File: src/rtl/fwd_pkg.sv
package fwd_pkg;
    // Select codes reported on sel_a / sel_b; also the order of priority.
    typedef enum logic [1:0] {
        SRC_FILE = 2'd0,
        SRC_EXM  = 2'd1,
        SRC_MWB  = 2'd2,
        SRC_RET  = 2'd3
    } fwd_src_e;

    localparam int NUM_PROD = 3;
endpackage

File: src/rtl/fwd_match.sv
module fwd_match #(
    parameter int RIDX = 3,
    parameter int NSRC = 3
) (
    input  logic [RIDX-1:0]      src,
    input  logic [NSRC*RIDX-1:0] dst_flat,
    input  logic [NSRC-1:0]      we,
    output logic [NSRC-1:0]      hit
);
    logic src_nonzero;
    assign src_nonzero = (src != '0);

    for (genvar i = 0; i < NSRC; i++) begin : g_cmp
        assign hit[i] = we[i] && src_nonzero &&
                        (dst_flat[i*RIDX +: RIDX] == src);
    end
endmodule

File: src/rtl/fwd_hazard.sv
module fwd_hazard (
    input  logic exm_load,
    input  logic hit_exm_a,
    input  logic hit_exm_b,
    input  logic use_a,
    input  logic use_b,
    output logic block_a,
    output logic block_b,
    output logic stall_req
);
    always_comb begin
        block_a   = exm_load && hit_exm_a;
        block_b   = exm_load && hit_exm_b;
        stall_req = (block_a && use_a) || (block_b && use_b);
    end
endmodule

File: src/rtl/fwd_pick.sv
module fwd_pick
    import fwd_pkg::*;
#(
    parameter int XLEN = 32,
    parameter int NSRC = 3
) (
    input  logic [NSRC-1:0]      hit,
    input  logic                 block_near,
    input  logic                 src_zero,
    input  logic [NSRC*XLEN-1:0] val_flat,
    input  logic [XLEN-1:0]      rf_val,
    output logic [XLEN-1:0]      opnd,
    output fwd_src_e             sel
);
    logic [NSRC-1:0] live;

    always_comb begin
        live    = hit;
        live[0] = hit[0] && !block_near;
        opnd    = src_zero ? '0 : rf_val;
        sel     = SRC_FILE;
        // farthest first so the nearest live source overrides
        for (int i = NSRC - 1; i >= 0; i--) begin
            if (live[i]) begin
                opnd = val_flat[i*XLEN +: XLEN];
                sel  = fwd_src_e'(i + 1);
            end
        end
    end
endmodule

File: src/rtl/fwd_select_unit.sv
module fwd_select_unit
    import fwd_pkg::*;
#(
    parameter int XLEN = 32,
    parameter int RIDX = 3
) (
    input  logic [RIDX-1:0] src_a,
    input  logic [RIDX-1:0] src_b,
    input  logic            use_a,
    input  logic            use_b,
    input  logic [XLEN-1:0] rf_a,
    input  logic [XLEN-1:0] rf_b,
    input  logic            exm_we,
    input  logic            exm_load,
    input  logic [RIDX-1:0] exm_dst,
    input  logic [XLEN-1:0] exm_val,
    input  logic            mwb_we,
    input  logic [RIDX-1:0] mwb_dst,
    input  logic [XLEN-1:0] mwb_val,
    input  logic            ret_we,
    input  logic [RIDX-1:0] ret_dst,
    input  logic [XLEN-1:0] ret_val,
    output logic [XLEN-1:0] opnd_a,
    output logic [XLEN-1:0] opnd_b,
    output logic [1:0]      sel_a,
    output logic [1:0]      sel_b,
    output logic            stall_req
);
    localparam int NSRC = NUM_PROD;

    logic [NSRC*RIDX-1:0] dst_flat;
    logic [NSRC*XLEN-1:0] val_flat;
    logic [NSRC-1:0]      we_vec;
    logic [NSRC-1:0]      hit_a, hit_b;
    logic                 block_a, block_b;
    fwd_src_e             pick_a, pick_b;

    assign dst_flat = {ret_dst, mwb_dst, exm_dst};
    assign val_flat = {ret_val, mwb_val, exm_val};
    assign we_vec   = {ret_we, mwb_we, exm_we};

    fwd_match #(.RIDX(RIDX), .NSRC(NSRC)) u_match_a (
        .src(src_a), .dst_flat(dst_flat), .we(we_vec), .hit(hit_a));
    fwd_match #(.RIDX(RIDX), .NSRC(NSRC)) u_match_b (
        .src(src_b), .dst_flat(dst_flat), .we(we_vec), .hit(hit_b));

    fwd_hazard u_hazard (
        .exm_load(exm_load), .hit_exm_a(hit_a[0]), .hit_exm_b(hit_b[0]),
        .use_a(use_a), .use_b(use_b),
        .block_a(block_a), .block_b(block_b), .stall_req(stall_req));

    fwd_pick #(.XLEN(XLEN), .NSRC(NSRC)) u_pick_a (
        .hit(hit_a), .block_near(block_a), .src_zero(src_a == '0),
        .val_flat(val_flat), .rf_val(rf_a), .opnd(opnd_a), .sel(pick_a));
    fwd_pick #(.XLEN(XLEN), .NSRC(NSRC)) u_pick_b (
        .hit(hit_b), .block_near(block_b), .src_zero(src_b == '0),
        .val_flat(val_flat), .rf_val(rf_b), .opnd(opnd_b), .sel(pick_b));

    assign sel_a = pick_a;
    assign sel_b = pick_b;

    always_comb begin
        p_zero_src_r6: assert (src_a != '0 || (opnd_a == '0 && sel_a == 2'd0));
        p_near_match_r1: assert (sel_a != 2'd1 || (exm_we && exm_dst == src_a && !exm_load));
        p_we_gate_r5: assert (sel_b != 2'd2 || (mwb_we && mwb_dst == src_b));
        p_load_nofwd_r7: assert (!exm_load || sel_b != 2'd1);
        p_stall_use_r8: assert (!stall_req || (exm_load && exm_we && (use_a || use_b)));
    end
endmodule

File: config.mk
export PLATFORM = sky130hd
export DESIGN_NAME = fwd_select_unit
export DESIGN_NICKNAME = d
export VERILOG_FILES = /design/src/rtl/fwd_pkg.sv /design/src/rtl/fwd_match.sv /design/src/rtl/fwd_hazard.sv /design/src/rtl/fwd_pick.sv /design/src/rtl/fwd_select_unit.sv
export SDC_FILE = /design/constraint.sdc
export NUM_CORES = 1
export LEC_CHECK = 0
export BUFFER_PORTS_ARGS = -buffer_cell sky130_fd_sc_hd__clkbuf_2
export CORE_ASPECT_RATIO = 0.9
export CORE_MARGIN = 4
export CORE_UTILIZATION = 35
export DETAILED_ROUTE_END_ITERATION = 16
export MAX_ROUTING_LAYER = met4
export PLACE_DENSITY = 0.73
export SLEW_MARGIN = 20
export SYNTH_ARGS = -nofsm -noshare
export SYNTH_HDL_FRONTEND = slang
export SYNTH_HIERARCHICAL = 1
export SYNTH_SLANG_ARGS = --single-unit
File: constraint.sdc
create_clock -name vclk -period 1.9
set_input_delay 0.095 -clock vclk [all_inputs]
set_output_delay 0.095 -clock vclk [all_outputs]
set_load 0.01 [all_outputs]
# Word level (Yosys, flattened, before mapping)
# Cells that the tools add are included.
[op_classes]
n_addsub = 0
n_mul = 0
n_div = 0
magnitude_cmp = 0
eq_ne = 6
shifts = 0
muxes = 14
bitwise = 0
n_reduce_logical = 25
[op_table]
columns = ["cell", "count"]
rows = [
  ["$mux W32", 8],
  ["$eq A3 B3 Y1", 6],
  ["$logic_and A1 B1 Y1", 18],
  ["$mux W2", 6],
  ["$logic_not A3 Y1", 2],
  ["$reduce_bool A3 Y1", 2],
  ["$logic_not A1 Y1", 2],
  ["$logic_or A1 B1 Y1", 1],
]
[totals]
regBits = 0
latchBits = 0
ram_bits = 0
romBits = 0
input_bits = 181
out_inout_bits = 69
n_memories = 0

# Depth between registers and ports, before layout
# Gate-level depths: netlist of run 1.
[logic_depth]
word_depth = 7
ltp_mapped = 10

# By module
# Netlist of run 1, hierarchy kept.
[by_module_without_submodules]
columns = ["mod", "n_inst", "cells_per_inst", "area_each_um2"]
rows = [
  ["fwd_pick", 2, 195, 1592.8],
  ["fwd_match", 2, 23, 146.4],
  ["fwd_hazard", 1, 4, 26.3],
  ["fwd_select_unit", 1, 2, 20.0],
]

# Least setup slack after synthesis of run 1
# No wires, ideal clock.
[synth_path]
path_kind = "input to output"
start = "input port src_a[2]"
end = "output port sel_a[1]"
t_arrival_ns = 2.051
path_slack_ns = -0.246
cell_stages = 10
path_buffers = 4
cell_sequence = "buf_2 -> or3b_1 -> a211o_1 -> a21oi_2 -> and2_1 -> clkbuf_1 -> nand2b_1 -> buf_2 -> buf_2 -> o21a_1"
[synth_between]
elab_chain_cells = 7
[synth_rtl]
columns = ["item", "line_no", "source"]
rows = [
  ["from (decl)", "fwd_select_unit.sv:7", "input logic [RIDX-1:0] src_a,"],
  ["$reduce_bool A3 Y1", "fwd_match.sv:11", "assign src_nonzero = (src != '0);"],
  ["$logic_and A1 B1 Y1", "fwd_match.sv:14", "assign hit[i] = we[i] && src_nonzero &&"],
  ["$logic_and A1 B1 Y1 (*)", "fwd_match.sv:14", ""],
  ["net hit_a[0]", "fwd_select_unit.sv:34", "logic [NSRC-1:0] hit_a, hit_b;"],
  ["$logic_and A1 B1 Y1 (*)", "fwd_hazard.sv:12", "block_a = exm_load && hit_exm_a;"],
  ["net block_a", "fwd_select_unit.sv:35", "logic block_a, block_b;"],
  ["$logic_not A1 Y1 (*)", "fwd_pick.sv:19", "live[0] = hit[0] && !block_near;"],
  ["$logic_and A1 B1 Y1 (*)", "fwd_pick.sv:19", ""],
  ["$mux W2 (*)", "fwd_pick.sv:24", "if (live[i]) begin"],
  ["to (decl)", "fwd_select_unit.sv:25", "output logic [1:0] sel_a,"],
]
# Mark *: on every way through the listed nets, which the timed path passes. The rest lies on a longest branch.

# Final worst setup path of run 1
[layout_path]
start = "input port exm_dst[2]"
end = "output port opnd_b[27]"
[layout_between]
elab_chain_cells = 6
[layout_rtl]
columns = ["item", "line_no", "source"]
rows = [
  ["from (decl)", "fwd_select_unit.sv:15", "input logic [RIDX-1:0] exm_dst,"],
  ["$eq A3 B3 Y1", "fwd_match.sv:15", "(dst_flat[i*RIDX +: RIDX] == src);"],
  ["$logic_and A1 B1 Y1", "fwd_match.sv:14", ""],
  ["net hit_b[0]", "fwd_select_unit.sv:34", ""],
  ["$logic_and A1 B1 Y1", "fwd_hazard.sv:13", "block_b = exm_load && hit_exm_b;"],
  ["net block_b", "fwd_select_unit.sv:35", ""],
  ["$logic_not A1 Y1", "fwd_pick.sv:19", ""],
  ["$logic_and A1 B1 Y1", "fwd_pick.sv:19", ""],
  ["$mux W32", "fwd_pick.sv:24", ""],
  ["to (decl)", "fwd_select_unit.sv:24", "output logic [XLEN-1:0] opnd_b,"],
]
# The timed path passes the listed nets, and every way through them passes these cells.

==> summary.md, run 1 <==
| Metric | Value |
|---|---|
| Initial antenna violation count | 0 |
| Post-CTS Hold Fix Bufs | 0 |
| CP peak stage delay | between 0.3 and 0.4 ns |
| Worst setup EP type | output port |
| Reg area | 0 um2 |
| Wire per inst | about 21 um |
| Crit path kind | in -> out |
| Number of global-route vias before repair | 4946 |
| Design Area, Final | 6241 um2 |
| I/O pins | 250 |
| Worst Setup Start Kind | input pin |
| RSZ-0062 raised after global routing | true |
| Worst-Margin Slew | ~0.48 ns |
| Grt total ovfl | 0 |
| Via density | between 6 and 7 |
| Fin crit share | 107.9% |
| Pre-Repair DR Iteration Count | 5 |
| Largest net degree at the start of global routing | 45 |
| RD Place Congestion | 0.9930 |
| Rows | 34 |
| Cell Area, Synth | 3525 um2 |
| # DRC | 0 |
| Crit-path slowest cell | or3b_4 |
| Fmax | 487.6 MHz |
| Setup-failing EPs final | 68 |
| Mapped Nets | 623 |
| Arr. time, crit path | 1.96 ns |
| DRT antenna net count | 0 |
| Detailed placement HPWL | 12490 um |
| Critical path fanouts, max | 8 |
| Max IR drop VDD | 0.1519 mV |
| HP Class | in -> out |
| CP required | between 1.5 and 2 ns |
| Leakage | between 0.002 and 0.0025 uW |
| Hold Vio Cnt, Final | 0 |
| Fill cells | 795 |
| Final Slew Violations | 0 |
| Die ar. | 11740 um2 |
| Worst setup margin | -0.1510 ns |
| Die Ht | 103.2 um |
| Mapped Cells | 442 |
| Via count | 5066 |
| Port Buf Inserts | 250 |
| P&R area growth vs syn | 77.07% |
| Count of different cell masters after synthesis | 27 |
| Tot GR Track Use | 26.84% |
| Sequential cell count | 0 |
| First-pass GRT wire length | 25140 um |
| Cells along the critical path | buf_6 > or3b_4 > a211o_1 > a21oi_4 > and2_4 > nand2b_4 > clkbuf_16 > a41oi_2 > buf_2 |
| Final nets | just under 900 |
| Most frequent cells in the layout | clkbuf_2, nand2_1, nand3b_1 |
| Sequential area share after synthesis | 0% |
| Synth Area per Inst | around 8.0 um2 |
| Starting Density | 36.18% |
| Status | finished, violations left |
| Final WL | 17260 um |
| Clock Buffer Count | 0 |
| Tmin final | a little over 2 ns |
| Maxcap violations | 0 |
| # diodes | 0 |
| Yosys Warn Count | 6 |
| 1st-iter DRT viols | 533 |
| Commonest non-fill, non-tap cell in the layout | clkbuf_2 |
| Power Density | roughly 240 nW/um2 |
| Layout cell share with drive strength beyond 1 | 63.75% |
| Failing checks | negative setup slack |
| CORE AREA | 9742 um2 |
| Die width | 113.8 um |
| Overall power | 1520 uW |
| Placed Area | 5431 um2 |
| Max-slew headroom | between 60% and 70% |
-- stage by stage --
step           setup TNS, ns  hold WS [ns]  std cells  setup WS, ns  utilization [%]
2_1_floorplan         -1.323        0.3271        442      -0.05091                -
3_5_place_dp          -9.201        0.5464        813       -0.1983            55.75
3_3_place_gp          -6.452        0.5452        813       -0.1882            55.75
6_report              -7.387        0.5610        835       -0.1510            64.06
4_1_cts               -5.424        0.5539        828       -0.1397            61.76
5_1_grt               -11.46        0.5893        835       -0.2182            64.06
-- Yosys cell counts (all sizes together) --
library cell | n | area (um2)
or2 | 2 | 12.51
nand2 | 68 | 255.2
and2 | 2 | 12.51
a22oi | 1 | 7.510
or3b | 2 | 17.52
xor2 | 8 | 70.07
nand3 | 2 | 10.01
a211o | 2 | 17.52
clkbuf | 30 | 112.6
nor4 | 4 | 25.02
o21ai | 6 | 30.03
a21oi | 6 | 37.54
a41oi | 64 | 980.9
nor3b | 64 | 480.5
nor3 | 2 | 20.02
inv | 8 | 30.03
nand2b | 2 | 12.51
or4b | 64 | 640.6
o21a | 2 | 15.01
nor2b | 1 | 6.260
nand3b | 64 | 480.5
xnor2 | 4 | 35.03
buf | 34 | 215.2
-- layout make-up --
type	instances	area, um2	share of cell area [%]
inverter	8	30.03	0.4812
timing repair buffer	331	2331	37.35
multi-input combinational	370	3722	59.64
tap	126	157.7	2.526
-- worst max-delay path, delay by kind of cell --
family	cells	cell delay [ns]
AND/OR/NAND/NOR	3	0.81
AO/OA/AOI/OAI	3	0.58
buffers and inverters	3	0.47
-- layer usage --
metal | vias to the layer above | wire, um | global-route usage, %
met5 | - | 0 | -
met4 | 0 | 429 | 6.393
met3 | 47 | 1612 | 3.607
met2 | 321 | 8652 | 48.12
met1 | 2389 | 6562 | 32.17
li1 | 2309 | - | -
-- power by group --
group / total, uW / internal [uW] / switching, uW / leakage (uW)
registers: 0 / 0 / 0 / 0
clock network: 0 / 0 / 0 / 0
logic: 1520 / 792 / 728 / 0.00250
total: 1520 / 792 / 728 / 0.00250
-- repair_timing --
item,4_1_cts,5_1_grt
gates resized for setup,74,62
setup endpoints to repair,68,69
hold endpoints to repair,0,0
setup buffers,11,7
pin swaps,5,8
cloned,4,3
-- path summary, 6_finish.rpt --
path	cells after the start	startpoint	slack (ns)	to
max	9	exm_dst[2]	-0.15	opnd_b[27]
min	3	exm_load	0.56	stall_req
-- kinds of logic after synthesis --
| kind of cell | share of synthesized area, % |
|---|---|
| and+or+nand+nor | 55.98 |
| xor gates and xnor gates | 2.982 |
| buffers and inverters | 10.15 |
| AOI/OAI and AO/OA | 30.88 |
Power figures use the tool's default switching activity.
==> run 2: changes to the inputs <==
- CORE_UTILIZATION: 35 -> 40
- PLACE_DENSITY: 0.73 -> 0.82
==> run 2 against run 1 <==
The run still ends with negative setup slack left; sequential cell count did not move; hold slack got worse by 0.00053 ns; largest cell class unchanged; critical path depth fell by 1; final area fell by 5.1%; via count rose by 2.4%; final cell count fell by 2.8%; highest routed layer unchanged; sequential share of layout area did not move.
==> summary.md, run 2 (synthesis gave the netlist of run 1 again) <==
| Metric | Value |
|---|---|
| Status | finished, violations left (unchanged) |
| Failing checks | negative setup slack (unchanged) |
| CP peak stage delay | 0.56 ns (was 0.39 ns) |
| Worst setup EP type | output port (unchanged) |
| Tmin final | 2.028 ns (was 2.051 ns) |
| # DRC | 0 (unchanged) |
| Fmax | 493.1 MHz (was 487.6 MHz) |
| Placed Area | 5390 um2 (was 5431 um2) |
| First-pass GRT wire length | 26290 um (was 25140 um) |
| Family with the most delay on the worst path | simple AND/OR/NAND/NOR gates (unchanged) |
| Final nets | 875 (was 892) |
| Setup-failing EPs final | 68 (unchanged) |
| Tot GR Track Use | 31.18% (was 26.84%) |
| Crit path kind | in -> out (unchanged) |
| Die width | 106.9 um (was 113.8 um) |
| Fill cells | 671 (was 795) |
| I/O pins | 250 (unchanged) |
| RSZ-0062 raised after global routing | true (unchanged) |
| Grt total ovfl | 0 (unchanged) |
| Die ar. | 10380 um2 (was 11740 um2) |
| Layout cell share with drive strength beyond 1 | 61.13% (was 63.75%) |
| HP Class | in -> out (unchanged) |
| Area of the multi-input gates | 3667 um2 (was 3722 um2) |
| Critical path fanouts, max | 46 (was 8) |
| Most frequent cells in the layout | clkbuf_2, nand2_1, nand3b_1 (unchanged) |
| Buf/Inv on CP | 3 (unchanged) |
| P&R area growth vs syn | 68.09% (was 77.07%) |
| DRT antenna net count | 0 (unchanged) |
| Detailed placement HPWL | 11950 um (was 12490 um) |
| Fin crit share | 106.7% (was 107.9%) |
| Initial antenna violation count | 0 (unchanged) |
| CORE AREA | 8568 um2 (was 9742 um2) |
| Wire per inst | 21.94 um (was 20.67 um) |
| Final WL | 17820 um (was 17260 um) |
| Via density | 6.388 (was 6.067) |
| Crit-path slowest cell | or4b_1 (was or3b_4) |
| Grt met2 use | 55.18% (was 48.12%) |
| Final Slew Violations | 0 (unchanged) |
| GR peak layer | met2 (unchanged) |
| Post-CTS Hold Fix Bufs | 0 (unchanged) |
| Final cell count without fillers | 812 (was 835) |
| Largest net degree at the start of global routing | 47 (was 45) |
| Cells along the critical path | buf_4 > or2_4 > a21oi_2 > nor4_4 > buf_12 > or4b_1 > a41oi_2 > clkbuf_2 (was buf_6 > or3b_4 > a211o_1 > a21oi_4 > and2_4 > nand2b_4 > clkbuf_16 > a41oi_2 > buf_2) |
| Via count | 5187 (was 5066) |
| Rows | 32 (was 34) |
| Max-slew headroom | 21.00% (was 67.53%) |
| Port Buf Inserts | 250 (unchanged) |
| Design Area, Final | 5924 um2 (was 6241 um2) |
| Hold Vio Cnt, Final | 0 (unchanged) |
| Met1 Usage GRT | 35.56% (was 32.17%) |
| Worst-Margin Slew | 1.179 ns (was 0.4835 ns) |
| Sequential cell count | 0 (unchanged) |
| Maxcap violations | 0 (unchanged) |
| Reg area | 0 um2 (unchanged) |
| Commonest non-fill, non-tap cell in the layout | clkbuf_2 (unchanged) |
| Worst Setup Start Kind | input pin (unchanged) |
| Die Ht | 97.05 um (was 103.2 um) |
| Met3 Usage GRT | 3.854% (was 3.607%) |
| Hold WS | 0.5605 ns (was 0.5610 ns) |
| Pre-Repair DR Iteration Count | 5 (unchanged) |
| CP required | 1.80 ns (about the same) |
| Starting Density | 41.14% (was 36.18%) |
| Final core utilization | 69.14% (was 64.06%) |
| Arr. time, crit path | 1.93 ns (was 1.96 ns) |
| RD Place Congestion | 0.8885 (was 0.9930) |
| Worst setup margin | -0.1281 ns (was -0.1510 ns) |
| Number of global-route vias before repair | 5302 (was 4946) |
| 1st-iter DRT viols | 509 (was 533) |
| Clock Buffer Count | 0 (unchanged) |
| Dpl cells | 800 (was 813) |
## run 2: cell count changes in the layout (fill, tap and decap cells not counted), sizes merged
cell    before  now
buf        111   77
clkbuf     220  235
nor3         2    4
diode        0    1
## run 2: worst paths after layout
check	startpoint	end	slack, ns	cells after the start
setup / recovery	src_a[1]	opnd_a[23]	-0.13	8
hold / removal	exm_load	stall_req	0.56	3
## run 2: tightest hold or removal path, cell delays in order
cell and delay, ns:
clkbuf_2 0.11, nor2b_1 0.14, clkbuf_2 0.12
## run 2: per-layer routing
| layer | vias up | share of wire [%] | wire (um) |
|---|---|---|---|
| met5 | - | 0 | 0 |
| met4 | 0 | 3.6 | 643 |
| met3 | 71 | 8.8 | 1567 |
| met2 | 379 | 50 | 8939 |
| met1 | 2477 | 37 | 6668 |
| li1 | 2260 | - | - |
## run 2: layout make-up
| class | count | area share, % |
|---|---|---|
| multi-input cells | 372 | 61.90 |
| repair buffers | 312 | 35.04 |
| well taps | 119 | 2.513 |
| inverters | 8 | 0.5069 |
| diodes | 1 | 0.04224 |
## run 2: what timing repair did
| item | in CTS | in global routing |
|---|---|---|
| gates cloned | 5 | 3 |
| buffers inserted | 1 | 2 |
| endpoints found under the setup margin | 68 | 69 |
| pin swaps | 9 | 3 |
| resized for setup | 57 | 43 |
## run 2: through the flow
stage,setup WS [ns],TNS (ns)
CTS,-0.07387,-2.353
detailed placement,-0.1587,-6.669
global route,-0.1756,-9.093
global placement,-0.1235,-4.390
floorplan,-0.05091,-1.323
finish,-0.1281,-5.476
